[src/rtl/pif_adapter_pkg.sv]
package pif_adapter_pkg;

  typedef enum logic {
    IFM_FULL = 1'b0,
    IFM_HALF = 1'b1
  } ifm_e;

  typedef enum logic [1:0] {
    BCS_HALF_RATE = 2'd0,
    BCS_WORD      = 2'd1,
    BCS_DDR       = 2'd2
  } bcs_e;

  // Phase counter values whose closing edge carries a capture.
  localparam logic [1:0] PH_LO_LAST = 2'd1;
  localparam logic [1:0] PH_HI_LAST = 2'd3;

  function automatic bcs_e pick_style(ifm_e mode, logic word_rate);
    if (mode == IFM_HALF) return BCS_DDR;
    if (word_rate)        return BCS_WORD;
    return BCS_HALF_RATE;
  endfunction

  // Returns {clk_b, clk_a}.
  function automatic logic [1:0] clk_levels(bcs_e style, logic [1:0] cnt,
                                            logic odd_word, logic started);
    logic a;
    logic b;
    a = 1'b0;
    b = 1'b0;
    unique case (style)
      BCS_DDR:  a = (cnt == 2'd3) || (cnt == 2'd0);
      BCS_WORD: a = !cnt[1];
      default: begin
        b = odd_word ? cnt[1] : !cnt[1];
        a = !b;
      end
    endcase
    return started ? {b, a} : 2'b00;
  endfunction

endpackage

[src/rtl/pif_phase_gen.sv]
module pif_phase_gen
  import pif_adapter_pkg::*;
(
  input  logic       clk,
  input  logic       rst,
  input  logic       half_mode_i,
  output logic [1:0] cnt_o,
  output logic       lo_stb_o,
  output logic       hi_stb_o,
  output logic       ref_clk_o,
  output ifm_e       mode_q_o,
  output logic       mode_chg_o
);

  logic [1:0] cnt_q;
  ifm_e       mode_q;
  ifm_e       mode_in;

  assign mode_in = ifm_e'(half_mode_i);

  always_ff @(posedge clk) begin
    if (rst) begin
      cnt_q  <= 2'd0;
      mode_q <= mode_in;
    end else begin
      cnt_q <= cnt_q + 2'd1;
      if (mode_in != mode_q) mode_q <= mode_in;
    end
  end

  assign cnt_o      = cnt_q;
  assign lo_stb_o   = (cnt_q == PH_LO_LAST);
  assign hi_stb_o   = (cnt_q == PH_HI_LAST);
  assign ref_clk_o  = !cnt_q[1];
  assign mode_q_o   = mode_q;
  assign mode_chg_o = (mode_in != mode_q);

  assert_phase_step_R1: assert property (@(posedge clk) disable iff (rst)
    1'b1 |=> cnt_q == $past(cnt_q) + 2'd1);

endmodule

[src/rtl/pif_tx_pack.sv]
module pif_tx_pack
  import pif_adapter_pkg::*;
#(
  parameter int WORD_W = 10
) (
  input  logic              clk,
  input  logic              rst,
  input  ifm_e              mode_q,
  input  logic              mode_chg,
  input  logic              lo_stb,
  input  logic              hi_stb,
  input  logic [1:0]        cnt,
  input  logic [WORD_W-1:0] din,
  output logic [WORD_W-1:0] word_o,
  output logic              vld_o
);

  localparam int HALF_W = WORD_W / 2;

  logic [WORD_W-1:0] word_q;
  logic [HALF_W-1:0] lo_q;
  logic              have_lo;
  logic              vld_q;

  function automatic logic [WORD_W-1:0] join_halves(logic [HALF_W-1:0] hi,
                                                    logic [HALF_W-1:0] lo);
    return {hi, lo};
  endfunction

  always_ff @(posedge clk) begin
    if (rst) begin
      word_q  <= '0;
      lo_q    <= '0;
      have_lo <= 1'b0;
      vld_q   <= 1'b0;
    end else begin
      vld_q <= 1'b0;
      if (mode_chg) begin
        have_lo <= 1'b0;
      end else if (mode_q == IFM_FULL) begin
        have_lo <= 1'b0;
        if (lo_stb) begin
          word_q <= din;
          vld_q  <= 1'b1;
        end
      end else begin
        if (lo_stb) begin
          lo_q    <= din[HALF_W-1:0];
          have_lo <= 1'b1;
        end else if (hi_stb && have_lo) begin
          word_q  <= join_halves(din[HALF_W-1:0], lo_q);
          vld_q   <= 1'b1;
          have_lo <= 1'b0;
        end
      end
    end
  end

  assign word_o = word_q;
  assign vld_o  = vld_q;

  assert_full_vld_phase_R2: assert property (@(posedge clk) disable iff (rst)
    (vld_q && mode_q == IFM_FULL) |-> $past(cnt) == PH_LO_LAST);

  assert_half_vld_phase_R3: assert property (@(posedge clk) disable iff (rst)
    (vld_q && mode_q == IFM_HALF) |-> $past(cnt) == PH_HI_LAST);

  assert_chg_no_word_R9: assert property (@(posedge clk) disable iff (rst)
    $past(mode_chg) |-> !vld_q);

endmodule

[src/rtl/pif_rx_unpack.sv]
module pif_rx_unpack
  import pif_adapter_pkg::*;
#(
  parameter int WORD_W = 10
) (
  input  logic              clk,
  input  logic              rst,
  input  ifm_e              mode_q,
  input  logic              mode_chg,
  input  logic              lo_stb,
  input  logic              hi_stb,
  input  logic [WORD_W-1:0] din,
  output logic [WORD_W-1:0] data_o,
  output logic              odd_word_o,
  output logic              started_o
);

  localparam int HALF_W = WORD_W / 2;
  localparam int PAD_W  = WORD_W - HALF_W;

  logic [WORD_W-1:0] data_q;
  logic [HALF_W-1:0] hi_q;
  logic              hi_ok;
  logic              started;
  logic [1:0]        idx_q;

  function automatic logic [WORD_W-1:0] pad_half(logic [HALF_W-1:0] h);
    return {{PAD_W{1'b0}}, h};
  endfunction

  always_ff @(posedge clk) begin
    if (rst) begin
      data_q  <= '0;
      hi_q    <= '0;
      hi_ok   <= 1'b0;
      started <= 1'b0;
      idx_q   <= 2'd0;
    end else if (mode_chg) begin
      hi_ok <= 1'b0;
    end else if (lo_stb) begin
      started <= 1'b1;
      idx_q   <= started ? idx_q + 2'd1 : 2'd0;
      hi_q    <= din[WORD_W-1:HALF_W];
      hi_ok   <= 1'b1;
      data_q  <= (mode_q == IFM_HALF) ? pad_half(din[HALF_W-1:0]) : din;
    end else if (hi_stb && mode_q == IFM_HALF) begin
      data_q <= hi_ok ? pad_half(hi_q) : '0;
      hi_ok  <= 1'b0;
    end
  end

  assign data_o     = data_q;
  assign odd_word_o = idx_q[0];
  assign started_o  = started;

  assert_full_word_out_R4: assert property (@(posedge clk) disable iff (rst)
    (mode_q == IFM_FULL && $past(mode_q) == IFM_FULL && $past(lo_stb))
      |-> data_q == $past(din));

  assert_half_upper_low_R5: assert property (@(posedge clk) disable iff (rst)
    (mode_q == IFM_HALF && $past(mode_q) == IFM_HALF && $past(lo_stb || hi_stb))
      |-> data_q[WORD_W-1:HALF_W] == '0);

endmodule

[src/rtl/pif_byte_clk.sv]
module pif_byte_clk
  import pif_adapter_pkg::*;
(
  input  logic       clk,
  input  logic       rst,
  input  logic [1:0] cnt,
  input  ifm_e       mode_q,
  input  logic       word_rate,
  input  logic       odd_word,
  input  logic       started,
  output logic       clk_a_o,
  output logic       clk_b_o
);

  bcs_e       style;
  logic [1:0] lv;

  assign style   = pick_style(mode_q, word_rate);
  assign lv      = clk_levels(style, cnt, odd_word, started);
  assign clk_a_o = lv[0];
  assign clk_b_o = lv[1];

  assert_half_rate_even_R6: assert property (@(posedge clk) disable iff (rst)
    (style == BCS_HALF_RATE && $past(style) == BCS_HALF_RATE && $rose(clk_b_o))
      |-> (!odd_word && cnt == 2'd0));

  assert_word_rate_rise_R7: assert property (@(posedge clk) disable iff (rst)
    (style == BCS_WORD && $past(style) == BCS_WORD && $rose(clk_a_o))
      |-> cnt == 2'd0);

  assert_ddr_rise_R8: assert property (@(posedge clk) disable iff (rst)
    (style == BCS_DDR && $past(style) == BCS_DDR && $rose(clk_a_o))
      |-> cnt == 2'd3);

  assert_idle_low_R10: assert property (@(posedge clk) disable iff (rst)
    !started |-> (!clk_a_o && !clk_b_o));

endmodule

[src/rtl/pif_word_adapter.sv]
module pif_word_adapter
  import pif_adapter_pkg::*;
#(
  parameter int WORD_W = 10
) (
  input  logic              clk,
  input  logic              rst,
  input  logic              half_mode,
  input  logic              bclk_word_rate,
  input  logic [WORD_W-1:0] tx_pin_data,
  output logic [WORD_W-1:0] tx_word,
  output logic              tx_word_vld,
  input  logic [WORD_W-1:0] rx_word,
  output logic [WORD_W-1:0] rx_pin_data,
  output logic              ref_clk,
  output logic              byte_clk_a,
  output logic              byte_clk_b
);

  logic [1:0] cnt;
  logic       lo_stb;
  logic       hi_stb;
  ifm_e       mode_q;
  logic       mode_chg;
  logic       odd_word;
  logic       started;

  pif_phase_gen u_phase (
    .clk         (clk),
    .rst         (rst),
    .half_mode_i (half_mode),
    .cnt_o       (cnt),
    .lo_stb_o    (lo_stb),
    .hi_stb_o    (hi_stb),
    .ref_clk_o   (ref_clk),
    .mode_q_o    (mode_q),
    .mode_chg_o  (mode_chg)
  );

  pif_tx_pack #(.WORD_W(WORD_W)) u_tx (
    .clk      (clk),
    .rst      (rst),
    .mode_q   (mode_q),
    .mode_chg (mode_chg),
    .lo_stb   (lo_stb),
    .hi_stb   (hi_stb),
    .cnt      (cnt),
    .din      (tx_pin_data),
    .word_o   (tx_word),
    .vld_o    (tx_word_vld)
  );

  pif_rx_unpack #(.WORD_W(WORD_W)) u_rx (
    .clk        (clk),
    .rst        (rst),
    .mode_q     (mode_q),
    .mode_chg   (mode_chg),
    .lo_stb     (lo_stb),
    .hi_stb     (hi_stb),
    .din        (rx_word),
    .data_o     (rx_pin_data),
    .odd_word_o (odd_word),
    .started_o  (started)
  );

  pif_byte_clk u_bclk (
    .clk       (clk),
    .rst       (rst),
    .cnt       (cnt),
    .mode_q    (mode_q),
    .word_rate (bclk_word_rate),
    .odd_word  (odd_word),
    .started   (started),
    .clk_a_o   (byte_clk_a),
    .clk_b_o   (byte_clk_b)
  );

endmodule

[config.mk]
export PLATFORM = sky130hd
export DESIGN_NAME = pif_word_adapter
export DESIGN_NICKNAME = d
export VERILOG_FILES = /design/src/rtl/pif_adapter_pkg.sv /design/src/rtl/pif_phase_gen.sv /design/src/rtl/pif_tx_pack.sv /design/src/rtl/pif_rx_unpack.sv /design/src/rtl/pif_byte_clk.sv /design/src/rtl/pif_word_adapter.sv
export SDC_FILE = /design/constraint.sdc
export NUM_CORES = 1
export LEC_CHECK = 0
export BUFFER_PORTS_ARGS = -buffer_cell sky130_fd_sc_hd__buf_4
export CAP_MARGIN = 20
export CORE_UTILIZATION = 58
export CTS_BUF_LIST = sky130_fd_sc_hd__clkbuf_8
export CTS_CLUSTER_DIAMETER = 100
export CTS_CLUSTER_SIZE = 8
export DETAILED_ROUTE_END_ITERATION = 10
export PLACE_DENSITY = 0.89
export SKIP_LAST_GASP = 1
export SYNTH_ARGS = -nofsm -noshare
export SYNTH_HDL_FRONTEND = slang
export SYNTH_SLANG_ARGS = --single-unit
export TNS_END_PERCENT = 30
[constraint.sdc]
create_clock -name clk -period 2.5 [get_ports clk]
set_input_delay 0.375 -clock clk [delete_from_list [all_inputs] [get_ports clk]]
set_output_delay 0.375 -clock clk [all_outputs]
set_load 0.02 [all_outputs]
---- After elaboration in Yosys (flattened, before gate mapping) ----
Cells that the tools add are included.
Widths: inputs -> output; s select.
word-level totals
  register bits after elaboration ......... 39
  bits of input ports ..................... 24
  word-level logic and storage cells ...... 68
cells by class
  bitwise operators ....................... 2
  equality and inequality tests ........... 6
  mux-type cells .......................... 30
  reduce and logical (&&, ||, !) cells .... 17
  $add $sub $neg .......................... 2
operator list
  cell                 count
  $mux 10              7
  $mux 1               15
  $mux 2               6
  $reduce_bool 2->1    4
  $mux 5               1
  $add 2x1->2 const B  2
  $eq 2x1->1 const B   2
  $eq 2x2->1 const B   2
  $reduce_and 2->1     2
  $reduce_and 4->1     1
  $reduce_or 2->1      2
  $reduce_and 3->1     1
  $reduce_or 3->1      1
  $logic_and 1x1->1    2
  $logic_not 1->1      2
  $logic_not 2->1      1
  $ne 2x2->1 const B   1
  $not 1->1            2
  $pmux 1 s2           1
  $logic_or 1x1->1     1
  $ne 1x1->1           1

---- Depth between registers and ports, before layout ----
  word-level depth ........................ 8
  depth in mapped cells ................... 6

---- Modules after synthesis ----
Synthesis repeated with hierarchy kept, for this count alone.
second synthesis, totals
  cell total of the unflattened synthesis .. 186
  area total of the unflattened synthesis .. 1,889.3 um2
by module, submodules not included
  module         cells an instance  area an instance (um2)  seq. area each (um2)  instances
  pif_tx_pack    82                 924.6                   340.3                 1
  pif_rx_unpack  87                 789.5                   360.3                 1
  pif_phase_gen  10                 121.4                   70.1                  1
  pif_byte_clk   7                  53.8                    0.0                   1

---- Worst setup path after synthesis ----
No wires, ideal clock.
  kind .................................... register to output
  start ................................... reg u_phase.mode_q (netlist: u_phase.mode_q_o)
  end ..................................... out byte_clk_b
  required time ........................... 2.125 ns
  cell stages (with the launch flop) ...... 3
  arrival ................................. 1.429 ns
  setup slack ............................. 0.696 ns
  cells stage by stage .................... edfxtp_1 > clkbuf_2 > nor4b_1
between the ends
  cells in the longest elaborated chain, start to end .. 6
RTL lines
  what                                             RTL line                text
  start, declared                                  pif_phase_gen.sv:16     ifm_e mode_q;
  start signal, assigned                           pif_phase_gen.sv:24     mode_q <= mode_in;
  start signal, assigned                           pif_phase_gen.sv:27     if (mode_in != mode_q) mode_q <= mode_in;
  $mux 1 (*)                                       pif_adapter_pkg.sv:19   if (mode == IFM_HALF) return BCS_DDR;
  $mux 2 (*)                                       pif_adapter_pkg.sv:20   if (word_rate) return BCS_WORD;
  $eq 2x2->1 / $eq 2x1->1 (equally long branches)  pif_adapter_pkg.sv:31   unique case (style)
  $reduce_or 2->1 (no source line) (*)             --
  $mux 1 (*)                                       pif_adapter_pkg.sv:31
  $mux 2 (*)                                       pif_adapter_pkg.sv:39   return started ? {b, a} : 2'b00;
  end, declared                                    pif_word_adapter.sv:17  output logic byte_clk_b
Mark *: on every way between the ends. The rest lies on a longest branch, timed or not.

---- Final worst setup path ----
  start ................................... reg u_phase.mode_q (netlist: u_phase.mode_q_o)
  end ..................................... out byte_clk_a
between the ends
  cells in the longest elaborated chain, start to end .. 5
RTL lines
  what                                             RTL line                text
  $mux 1 (*)                                       pif_adapter_pkg.sv:19
  $mux 2 (*)                                       pif_adapter_pkg.sv:20
  $eq 2x1->1 / $eq 2x2->1 (equally long branches)  pif_adapter_pkg.sv:31
  $pmux 1 s2 (*)                                   pif_adapter_pkg.sv:31
  $mux 2 (*)                                       pif_adapter_pkg.sv:39
  end, declared                                    pif_word_adapter.sv:16  output logic byte_clk_a,
Marks and branches as above.

==> metrics.txt <==
worst-path fanout max 15; final worst-path setup slack 0.550 ns; Power Total 0.00139 W; CP peak stage delay 0.56 ns; share of post-route cells with drive strength above 1 38.9%; WP data required 2.12 ns; Synth Register Bits 38; Mapped Cells 184; CTS root buf clkbuf_8; worst path cell trace or3b_1 > a21boi_1 > buf_4; Max IR drop VDD 0.535 mV; final cycle utilization of the critical path 78.0%; Die Span X 58.3 um; share of the yosys chip area belonging to registers 41.9%; Post-Route WL 3680 um; CTS Sinks 38; DR DRC count 0; WS Path Type flip-flop to primary output; Syn Nets 211; die area 3400 um2; Worst Hold Class input port to flip-flop; core area 3030 um2; Mapped Avg Cell Area 9.99 um2; PortBufs 47; final max-slew violation count 0; initial antenna violation count 0; RSZ-0062 raised after global routing false; CTS resizes 0; Fmax 513 MHz; crit end category primary output; worst slew pin tran 0.486 ns; hold_buf cts 0; Max clock buf depth 2; Detailed Place HPWL 2690 um; status complete, no violations; Final Util 75.6%; vias in the first global route 1260; DR pass1 iterations 4; clk_skew 0.0115 ns; Post-synth ARST share 0%; Total GRT Usage 23.1%; DIE HEIGHT 58.3 um; Setup Viol. Count Final 0; RD Place Congestion 0.778; total CTS buffers 5; TritonCTS clock tree done; largest net degree at the start of global routing 37; Max H-tree Level 2; largest area contributor in the netlist dfxtp_1; Critical path buffers and inverters 1; Post-synth EDFFs 1; startpoint types flip-flop; most frequent cell after synthesis dfxtp_1; max_slew headroom 67.6%; Layout Area Growth over Synthesis 24.6%; synth top area cells dfxtp_1, a211oi_2, mux2_4; post-synth top area share 40.3%; power density over the cells 605 nW/um2; Worst EP arrival 1.57 ns; Min Clock Period, post-route 1.95 ns; CP top delay family flip-flops; worst skew pair latency 0.29 ns; maxcap violations 0; Synth Warn # 0; final hold viol count 0; Unique masters post-synth 34; CTS clk-pin slew, worst paths 0.07 ns; NumNets Final 255; placement-stage worst setup slack 0.659 ns; Ant. Diodes 0; CP max stage cell edfxtp_1; # IOs 48; routed vias 1488; post-route ant nets 0; Post-synth top cells dfxtp_1, a21oi_1, a211oi_2; Netlist Area Pre-Place 1840 um2; Via-to-Cell Ratio 5.45; setup TNS 0 ns; WL per Instance 13.5 um; top_reg_cell synth dfxtp_1; FP Rows 20; DRT iter0 DRCs 38; Leak 0.907 nW; Hold Worst Slack 0.276 ns; first-pass GRT wire length 5830 um; GR Overflow Total 0; setup bufs post-CTS 0; fillers 212; Initial Utilization 60.7%
==> cell families (layout without fill, tap and decap cells) <==
group                      count (synthesis)  count (layout)  share of synthesized area [%]
AOI/OAI and AO/OA                         58              58                           25.3
xor gates and xnor gates                   1               1                          0.477
adders and majority gates                  3               3                           2.04
buffers and inverters                     29              74                           7.69
DFF                                       38              38                           41.9
muxes                                     15              15                           10.7
and+or+nand+nor                           40              40                           11.8
==> per-layer routing <==
layer / track usage, % / wire, um / vias up
met1: 30.2 / 1780 / 694
met2: 36.0 / 1700 / 36
met4: 8.84 / 58 / 0
met3: 7.47 / 140 / 6
li1: - / - / 752
met5: 0 / 0 / -
==> flip-flops by register name, indices dropped and copies added (netlist names) <==
name / cells
u_rx.hi_q: 5
u_phase.mode_q_o: 1
u_rx.started_o: 1
u_rx.hi_ok: 1
u_tx.lo_q: 5
u_tx.vld_o: 1
u_tx.word_o: 10
u_rx.idx_q: 1
u_tx.have_lo: 1
u_rx.data_o: 10
u_phase.cnt_o: 2
==> cell type report <==
| type | instances | area (um2) | area share [%] |
|---|---|---|---|
| multi-input combinational | 117 | 926 | 40.4 |
| sequential | 38 | 771 | 33.7 |
| timing repair buffer | 53 | 398 | 17.4 |
| clock buffer | 6 | 82.6 | 3.61 |
| tap | 44 | 55.1 | 2.40 |
| inverter | 13 | 48.8 | 2.13 |
| clock inverter | 2 | 8.76 | 0.383 |
==> layout by cell type (no fill, tap or decap), drive strengths merged, types with 5 or more instances in the layout <==
| cell | instances |
|---|---|
| a311oi | 5 |
| mux2 | 10 |
| clkbuf | 6 |
| a21oi | 19 |
| a211oi | 20 |
| o21ai | 6 |
| mux2i | 5 |
| dfxtp | 37 |
| buf | 53 |
| nand3 | 5 |
| nand4b | 6 |
| nand2 | 8 |
| a22oi | 5 |
| nor2 | 11 |
| inv | 14 |
==> through the flow <==
| step | area (um2) | cells |
|---|---|---|
| after detailed placement | 2200 | 265 |
| after CTS | 2290 | 273 |
| after global routing | 2290 | 273 |
| after floorplan | 1840 | 184 |
| after global placement | 2200 | 265 |
| final | 2290 | 273 |
==> path summary, 6_finish.rpt <==
path               startpoint          endpoint  slack, ns  cells after the start
max          u_phase.mode_q_o        byte_clk_a       0.55                      3
min                 half_mode  u_phase.mode_q_o       0.28                      1
max reg2reg  u_phase.mode_q_o    u_rx.data_o[4]       0.63                      4
min reg2reg  u_phase.cnt_o[0]  u_phase.cnt_o[0]       0.45                      1
==> power breakdown <==
part | internal [W] | switching (W) | total [W]
Clock | 0.000218 | 0.000199 | 0.000417
Sequential | 0.000644 | 0.0000243 | 0.000668
Combinational | 0.000139 | 0.000162 | 0.000300
Note: power is estimated with default switching activity, not from simulation.
